===== src/rtl/cwf_pkg.sv =====
// Shared types for the critical-word-first refill sequencer.
package cwf_pkg;
    // Fill controller phases: waiting, request cycle, collecting beats.
    typedef enum logic [1:0] {
        ST_IDLE = 2'd0,
        ST_REQ  = 2'd1,
        ST_FILL = 2'd2
    } fill_st_t;
endpackage


===== src/rtl/cwf_beat_seq.sv =====
// Beat sequencer: holds the critical beat index, counts accepted beats and
// yields the wrapped slot of the current beat plus a mask of written slots.
// Assumes BEATS is a power of two, so the slot wraps by plain truncation.
module cwf_beat_seq #(
    parameter int BEATS = 4,
    localparam int IDX_W = (BEATS > 1) ? $clog2(BEATS) : 1
) (
    input  logic             clk,
    input  logic             rst_n,
    input  logic             start,
    input  logic [IDX_W-1:0] start_idx,
    input  logic             beat_acc,
    output logic [IDX_W-1:0] cur_idx,
    output logic             first,
    output logic             last,
    output logic [BEATS-1:0] arrived
);
    logic [IDX_W-1:0] crit_q;
    logic [IDX_W-1:0] cnt_q;

    // Current slot: critical slot plus beats already taken, wrapping.
    assign cur_idx = crit_q + cnt_q;
    assign first   = (cnt_q == '0);
    assign last    = (cnt_q == IDX_W'(BEATS - 1));

    // Latch the critical slot and clear the count when a fill starts.
    always_ff @(posedge clk) begin
        if (!rst_n) begin
            crit_q <= '0;
            cnt_q  <= '0;
        end else if (start) begin
            crit_q <= start_idx;
            cnt_q  <= '0;
        end else if (beat_acc) begin
            cnt_q  <= cnt_q + 1'b1;
        end
    end

    // Record each written slot; clear the mask at fill start.
    always_ff @(posedge clk) begin
        if (!rst_n) begin
            arrived <= '0;
        end else if (start) begin
            arrived <= '0;
        end else if (beat_acc) begin
            arrived[cur_idx] <= 1'b1;
        end
    end
endmodule


===== src/rtl/cwf_word_pick.sv =====
// Word selector: picks one processor word out of a bus beat.
// Assumes the beat holds at least two words; word 0 is the low bits.
module cwf_word_pick #(
    parameter int BEAT_W = 64,
    parameter int WORD_W = 32,
    localparam int WPB   = BEAT_W / WORD_W,
    localparam int SEL_W = (WPB > 1) ? $clog2(WPB) : 1
) (
    input  logic [BEAT_W-1:0] beat,
    input  logic [SEL_W-1:0]  sel,
    output logic [WORD_W-1:0] word
);
    logic [WORD_W-1:0] words [WPB];

    // Slice the beat into its words.
    for (genvar i = 0; i < WPB; i++) begin : g_slice
        assign words[i] = beat[i*WORD_W +: WORD_W];
    end

    // Select the requested word.
    assign word = words[sel];
endmodule


===== src/rtl/cwf_probe.sv =====
// Probe comparator: a processor access stalls when it targets the line being
// filled and its beat slot has not been written yet.
module cwf_probe #(
    parameter int ADDR_W = 32,
    parameter int OFF_W  = 5,
    parameter int BYTE_W = 3,
    parameter int BEATS  = 4,
    localparam int IDX_W  = (BEATS > 1) ? $clog2(BEATS) : 1,
    localparam int LINE_W = ADDR_W - OFF_W
) (
    input  logic              probe_valid,
    input  logic [ADDR_W-1:0] probe_addr,
    input  logic              busy,
    input  logic [LINE_W-1:0] fill_line,
    input  logic [BEATS-1:0]  arrived,
    output logic              stall
);
    logic [LINE_W-1:0] p_line;
    logic [IDX_W-1:0]  p_idx;
    logic              same_line;

    assign p_line    = probe_addr[ADDR_W-1:OFF_W];
    assign p_idx     = probe_addr[BYTE_W +: IDX_W];
    assign same_line = (p_line == fill_line);

    // Stall only for a live fill of the same line with the slot still empty.
    always_comb begin
        stall = probe_valid && busy && same_line && !arrived[p_idx];
    end
endmodule


===== src/rtl/cwf_line_fill.sv =====
// Critical-word-first line refill sequencer (top).
// Accepts one miss at a time, requests the beat holding the missed word,
// forwards that word to the processor as soon as its beat returns, and
// writes every beat into the data array at its own slot. Assumes memory
// returns the beats of a line in wrapped order starting at the request.
module cwf_line_fill
    import cwf_pkg::*;
#(
    parameter int ADDR_W     = 32,
    parameter int BEAT_BYTES = 8,
    parameter int LINE_BYTES = 32,
    parameter int WORD_BYTES = 4,
    localparam int BEATS    = LINE_BYTES / BEAT_BYTES,
    localparam int IDX_W    = (BEATS > 1) ? $clog2(BEATS) : 1,
    localparam int BYTE_W   = $clog2(BEAT_BYTES),
    localparam int OFF_W    = $clog2(LINE_BYTES),
    localparam int LINE_W   = ADDR_W - OFF_W,
    localparam int BEAT_W   = 8 * BEAT_BYTES,
    localparam int WORD_W   = 8 * WORD_BYTES,
    localparam int WPB      = BEAT_BYTES / WORD_BYTES,
    localparam int SEL_W    = (WPB > 1) ? $clog2(WPB) : 1,
    localparam int WORD_LSB = $clog2(WORD_BYTES)
) (
    input  logic              clk,
    input  logic              rst_n,
    input  logic              miss_valid,
    input  logic [ADDR_W-1:0] miss_addr,
    output logic              fill_busy,
    output logic              mem_req_valid,
    output logic [ADDR_W-1:0] mem_req_addr,
    input  logic              mem_beat_valid,
    input  logic [BEAT_W-1:0] mem_beat_data,
    output logic              cpu_restart,
    output logic [WORD_W-1:0] cpu_word,
    output logic              arr_we,
    output logic [LINE_W-1:0] arr_line,
    output logic [IDX_W-1:0]  arr_beat,
    output logic [BEAT_W-1:0] arr_wdata,
    output logic              arr_line_done,
    input  logic              probe_valid,
    input  logic [ADDR_W-1:0] probe_addr,
    output logic              probe_stall
);
    fill_st_t          st_q, st_d;
    logic [LINE_W-1:0] line_q;
    logic [SEL_W-1:0]  wsel_q;
    logic              accept;
    logic              beat_acc;
    logic [IDX_W-1:0]  cur_idx;
    logic              first_beat;
    logic              last_beat;
    logic [BEATS-1:0]  arrived;
    logic [WORD_W-1:0] picked;

    assign accept   = (st_q == ST_IDLE) && miss_valid;
    assign beat_acc = (st_q == ST_FILL) && mem_beat_valid;

    // Next-state logic for the fill controller.
    always_comb begin
        st_d = st_q;
        case (st_q)
            ST_IDLE: if (accept) st_d = ST_REQ;
            ST_REQ:  st_d = ST_FILL;
            ST_FILL: if (beat_acc && last_beat) st_d = ST_IDLE;
            default: st_d = ST_IDLE;
        endcase
    end

    // State register.
    always_ff @(posedge clk) begin
        if (!rst_n) st_q <= ST_IDLE;
        else        st_q <= st_d;
    end

    // Capture line address and word select of an accepted miss.
    always_ff @(posedge clk) begin
        if (!rst_n) begin
            line_q <= '0;
            wsel_q <= '0;
        end else if (accept) begin
            line_q <= miss_addr[ADDR_W-1:OFF_W];
            wsel_q <= miss_addr[WORD_LSB +: SEL_W];
        end
    end

    cwf_beat_seq #(
        .BEATS(BEATS)
    ) u_seq (
        .clk      (clk),
        .rst_n    (rst_n),
        .start    (accept),
        .start_idx(miss_addr[BYTE_W +: IDX_W]),
        .beat_acc (beat_acc),
        .cur_idx  (cur_idx),
        .first    (first_beat),
        .last     (last_beat),
        .arrived  (arrived)
    );

    cwf_word_pick #(
        .BEAT_W(BEAT_W),
        .WORD_W(WORD_W)
    ) u_pick (
        .beat(mem_beat_data),
        .sel (wsel_q),
        .word(picked)
    );

    cwf_probe #(
        .ADDR_W(ADDR_W),
        .OFF_W (OFF_W),
        .BYTE_W(BYTE_W),
        .BEATS (BEATS)
    ) u_probe (
        .probe_valid(probe_valid),
        .probe_addr (probe_addr),
        .busy       (fill_busy),
        .fill_line  (line_q),
        .arrived    (arrived),
        .stall      (probe_stall)
    );

    // Request and busy outputs come straight from the registered state.
    assign fill_busy     = (st_q != ST_IDLE);
    assign mem_req_valid = (st_q == ST_REQ);
    assign mem_req_addr  = {line_q, cur_idx, {BYTE_W{1'b0}}};

    // Data array write port: each beat lands in its own slot.
    assign arr_we        = beat_acc;
    assign arr_line      = line_q;
    assign arr_beat      = cur_idx;
    assign arr_wdata     = mem_beat_data;
    assign arr_line_done = beat_acc && last_beat;

    // Early restart: forward the missed word with the critical beat.
    assign cpu_restart   = beat_acc && first_beat;
    assign cpu_word      = cpu_restart ? picked : '0;
endmodule


===== config.mk =====
export PLATFORM = sky130hd
export DESIGN_NAME = cwf_line_fill
export DESIGN_NICKNAME = d
export VERILOG_FILES = /design/src/rtl/cwf_pkg.sv /design/src/rtl/cwf_beat_seq.sv /design/src/rtl/cwf_word_pick.sv /design/src/rtl/cwf_probe.sv /design/src/rtl/cwf_line_fill.sv
export SDC_FILE = /design/constraint.sdc
export NUM_CORES = 1
export LEC_CHECK = 0
export BUFFER_PORTS_ARGS = -buffer_cell sky130_fd_sc_hd__buf_2
export CORE_AREA = 2 2 114 116
export DETAILED_ROUTE_END_ITERATION = 10
export DIE_AREA = 0 0 116 118
export RECOVER_POWER = 25
export SETUP_SLACK_MARGIN = 0.1
export SLEW_MARGIN = 0
export SYNTH_ARGS = -nofsm -noshare
export SYNTH_HDL_FRONTEND = slang
export SYNTH_HIERARCHICAL = 1
export SYNTH_SLANG_ARGS = --single-unit

===== constraint.sdc =====
create_clock -name clk -period 2 [get_ports clk]
set_input_delay 0.3 -clock clk [delete_from_list [all_inputs] [get_ports clk]]
set_output_delay 0.3 -clock clk [all_outputs]
set_load 0.1 [all_outputs]

==> results.txt <==
Detailed-route via count: 3187. The number of design rule violations left after detail routing was 0; the global-route congestion overflow total was 0. For the peak ir drop on the vdd network, the log shows 328 uV. For the final routed database, the setup TNS stands at -2.60 ns. Net switching is 50.7% of the power. By area the synthesized netlist is led by sky130_fd_sc_hd__dfxtp_1, sky130_fd_sc_hd__buf_4, sky130_fd_sc_hd__mux2_4.

The checks that failed: setup timing. In this run the mean area of a mapped cell was 8.86 sq um. Internal power comes to 0.00191 W. The top flip-flop cell by instance count after synthesis is sky130_fd_sc_hd__dfxtp_1.

Across the routed clock network, the largest skew measured is 0.00630 ns. After synthesis, the largest family of logic cells by area is buffers and inverters. The logs give 0.0124 sq mm for the core area and 41.6% for the share of the core filled with cells in the final layout. The register bit total from synthesis came out at 38. The count of nets left with antenna violations once routing finished came out at 0. The power per unit of standard cell area was 752 mW/mm^2. The share of synthesized area in the top cell type comes to 23.0%.

The total count of hold-check failures in the final report was 0; the growth of design area from synthesis to finish was 55.7%. The tree is rooted in a sky130_fd_sc_hd__clkbuf_16. Clock tree synthesis inserted a total of 5 buffers.

Row generation in the floorplan step produced 41 rows. The tools report the insertion delay of the later-clocked pin in the worst-skew pair as 0.27 ns. The net load switching power is 0.00197 W, and the height of the die is 118 um.

The tools report the detailed router's first-iteration violation count as 110. The top cell type by total area after synthesis is sky130_fd_sc_hd__dfxtp_1. The final setup slack of the worst path came out at -0.157 ns. Setup repair after global routing could not meet its margin everywhere. The die span in x was 116 um; the number of library cell types mapped by synthesis was 36. The endpoint class of the critical path is an output port. The post-synthesis share of cell area spent on xor and xnor gates is 8.12%. For the pin with the worst max-slew slack, the measured transition is 1.21 ns. TritonCTS built the clock tree. Of the total synthesized cell area, the portion taken by AND, OR, NAND and NOR gates is 19.1%. The final layout contains routed wiring with a total length of 11300 um. The run gives 22.3% as the relative contribution of sequential cells to total power.

The ratio of final minimum period to clock period came out at 108%. For this configuration, the core starts out at a cell density of 26.7%. The share of power burned in the clock network is 23.8%. Routability-driven placement finished with a final weighted congestion of 0.846. The proportion of register bits with asynchronous set or reset after synthesis is 0%, and the initial antenna violation count is 4.

Sequential elements use 23.0% of the synthesized area. The via-per-instance ratio was 4.26; the combined area of all synthesized cells was 0.00331 sq mm. The final-layout fill cell count came out at 1257.

The portion of synthesized area spent on multiplexers is 15.9%. The length of the first detailed-routing pass in iterations was 4. The worst path needs 2.16 ns of the cycle, external delays included. In the final routed layout, each cell accounts on average for 15.1 um. Summing the areas of all fa, ha and maj instances in the mapped netlist gives 1.13% of the synthesized area. The logs give 0 for the final count of pins violating max slew and 2 for the number of H-tree levels. After clock tree synthesis, the clock-pin slew on the worst setup and hold paths is 0.06 ns. Count of endpoints failing setup in the final report: 33.

Leaving out filler cells and counting taps, the final layout contains 748. Required time reported for the critical path endpoint: 1.70 ns. The analysis attributes to cell leakage a power of 2.45 nW.

In this run the worst path has a maximum fanout of 4. In the synthesized netlist, the number of instances is 374. The tightest min-delay check is of the in -> reg type. Combinational power share: 53.9%. In this run, synthesis inferred 0 flip-flops with an integrated enable. The synthesized netlist devotes 5.44% of its cell area to compound gates.

The completed layout was analyzed and its total power is 0.00388 W. Data arrives at the worst endpoint at 1.86 ns. For the number of nets in the finished design, the log shows 707. The total track usage is 15.6%, and the maximum root-to-sink buffer count is 2. The run gives 3130 as the via count of the first global-routing pass.

Entering global routing, the biggest net connects 65 pins. The worst pin sits at a relative slew slack of 19.4%. The startpoint type of the worst setup path was a flip-flop. Based on the critical path, the design can be clocked at up to 464 MHz. Pin placement for this block handled 296 I/O pins. The clock drives 38 sinks. The start-to-end type of the worst setup path is reg -> out.

Buffers placed on the I/O ports in this run total 287. The count of max-cap constraint violations came out at 0. The run finished, with violations left.

Sorting the synthesized cells by how often they occur yields sky130_fd_sc_hd__buf_4, sky130_fd_sc_hd__dfxtp_1, sky130_fd_sc_hd__and2_1, sky130_fd_sc_hd__mux2_4. For the synthesis warning total, the log shows 6. In the final layout, the share of cells above drive strength 1 is 65.0%. The die area is 0.0137 sq mm, and the placed cell count is 726. The first global-routing pass estimated 16700 um of wire.

The wire-length estimate of the detail-placed layout is 8740 um. Most used standard cell by instance count after synthesis: sky130_fd_sc_hd__buf_4.
cell type report:
cell class                      instances  area (sq um)  area share (%)
Timing Repair Buffer                  299          2100            40.7
Multi-Input combinational cell        224          1830            35.5
Sequential cell                        38           820            15.9
Tap cell                              172           215            4.17
Clock buffer                            7           143            2.76
Clock inverter                          1          30.0           0.582
Inverter                                3          11.3           0.218
Antenna cell                            4          10.0           0.194
flip-flops by register name, indices dropped and copies added, names as in the netlist:
name,flops
u_seq/arrived,4
u_seq/cnt_q,2
arr_line,27
u_seq/crit_q,2
wsel_q,1
st_q,2
worst max-delay path: stages, from the launching register on:
cell and delay [ns]:
sky130_fd_sc_hd__dfxtp_4 0.36, sky130_fd_sc_hd__xnor2_2 0.13, sky130_fd_sc_hd__nand3_2 0.11, sky130_fd_sc_hd__or4_4 0.50, sky130_fd_sc_hd__nor4_4 0.27, sky130_fd_sc_hd__buf_12 0.21
timing repair:
item	4_1_cts	5_1_grt
hold endpoints to repair	0	0
hold buffers	0	0
buffers inserted	5	1
pin swaps	18	13
endpoints found under the setup margin	33	28
cloned	5	0
gates resized for setup	32	11
worst paths after layout:
check,startpoint,end,slack [ns],depth (start not counted)
hold / removal,miss_addr[20],arr_line[15],0.24,3
setup / recovery,arr_line[24],probe_stall,-0.16,5
hold reg to reg,u_seq/arrived[1],u_seq/arrived[1],0.48,1
setup reg to reg,st_q[0],u_seq/arrived[2],0.41,6
cells in the final DEF (no fill, tap or decap), types with 3 or more instances in the layout:
cell type	count
sky130_fd_sc_hd__buf_6	4
sky130_fd_sc_hd__and2_4	26
sky130_fd_sc_hd__clkbuf_1	48
sky130_fd_sc_hd__clkbuf_16	5
sky130_fd_sc_hd__mux2_4	30
sky130_fd_sc_hd__and2_2	7
sky130_fd_sc_hd__nor2b_1	5
sky130_fd_sc_hd__buf_4	5
sky130_fd_sc_hd__buf_2	202
sky130_fd_sc_hd__dfxtp_4	8
sky130_fd_sc_hd__xnor2_1	9
sky130_fd_sc_hd__dfxtp_2	23
sky130_fd_sc_hd__xor2_1	18
sky130_fd_sc_hd__buf_12	40
sky130_fd_sc_hd__conb_1	3
sky130_fd_sc_hd__nand4_1	3
sky130_fd_sc_hd__o21ai_0	28
sky130_fd_sc_hd__dfxtp_1	7
sky130_fd_sc_hd__and3_4	5
sky130_fd_sc_hd__nand3_1	28
sky130_fd_sc_hd__o2bb2ai_1	4
sky130_fd_sc_hd__mux2i_1	3
sky130_fd_sc_hd__nor4_1	4
sky130_fd_sc_hd__diode_2	4
sky130_fd_sc_hd__nand2_1	29
per-stage QoR:
| step | hold WS (ns) | instance area [sq um] | setup WS [ns] |
|---|---|---|---|
| 2_1_floorplan | 0.427 | 3420 | -0.618 |
| 3_5_place_dp | 0.453 | 4830 | 0.0168 |
| 5_1_grt | 0.250 | 5160 | -0.280 |
| 6_report | 0.240 | 5160 | -0.157 |
| 4_1_cts | 0.232 | 5190 | -0.189 |
| 3_3_place_gp | 0.441 | 4830 | 0.0133 |
per-layer routing:
layer | global-route usage [%] | wire [um] | up-vias | part of all wire (%)
li1 | - | - | 1544 | -
met1 | 16.5 | 4180 | 1481 | 37
met2 | 30.3 | 6220 | 154 | 55
met3 | 2.73 | 761 | 8 | 6.7
met4 | 4.99 | 163 | 0 | 1.4
met5 | 0 | 0 | - | 0
cells by family after synthesis:
logic type | Yosys count
compound gates | 33
other cells | 1
mux | 36
buf+inv | 118
simple gates | 116
xor+xnor | 29
flops | 38
fa+ha+maj | 3
power groups by stage:
stage | clock, W | sequential (W) | combinational (W)
2_1_floorplan | 0 | 0.00116 | 0.00151
3_5_place_dp | 0 | 0.000884 | 0.00205
5_1_grt | 0.000983 | 0.000873 | 0.00216
3_3_place_gp | 0 | 0.000879 | 0.00205
6_report | 0.000922 | 0.000866 | 0.00209
4_1_cts | 0.000955 | 0.000867 | 0.00211
Power figures use the tool's default switching activity.
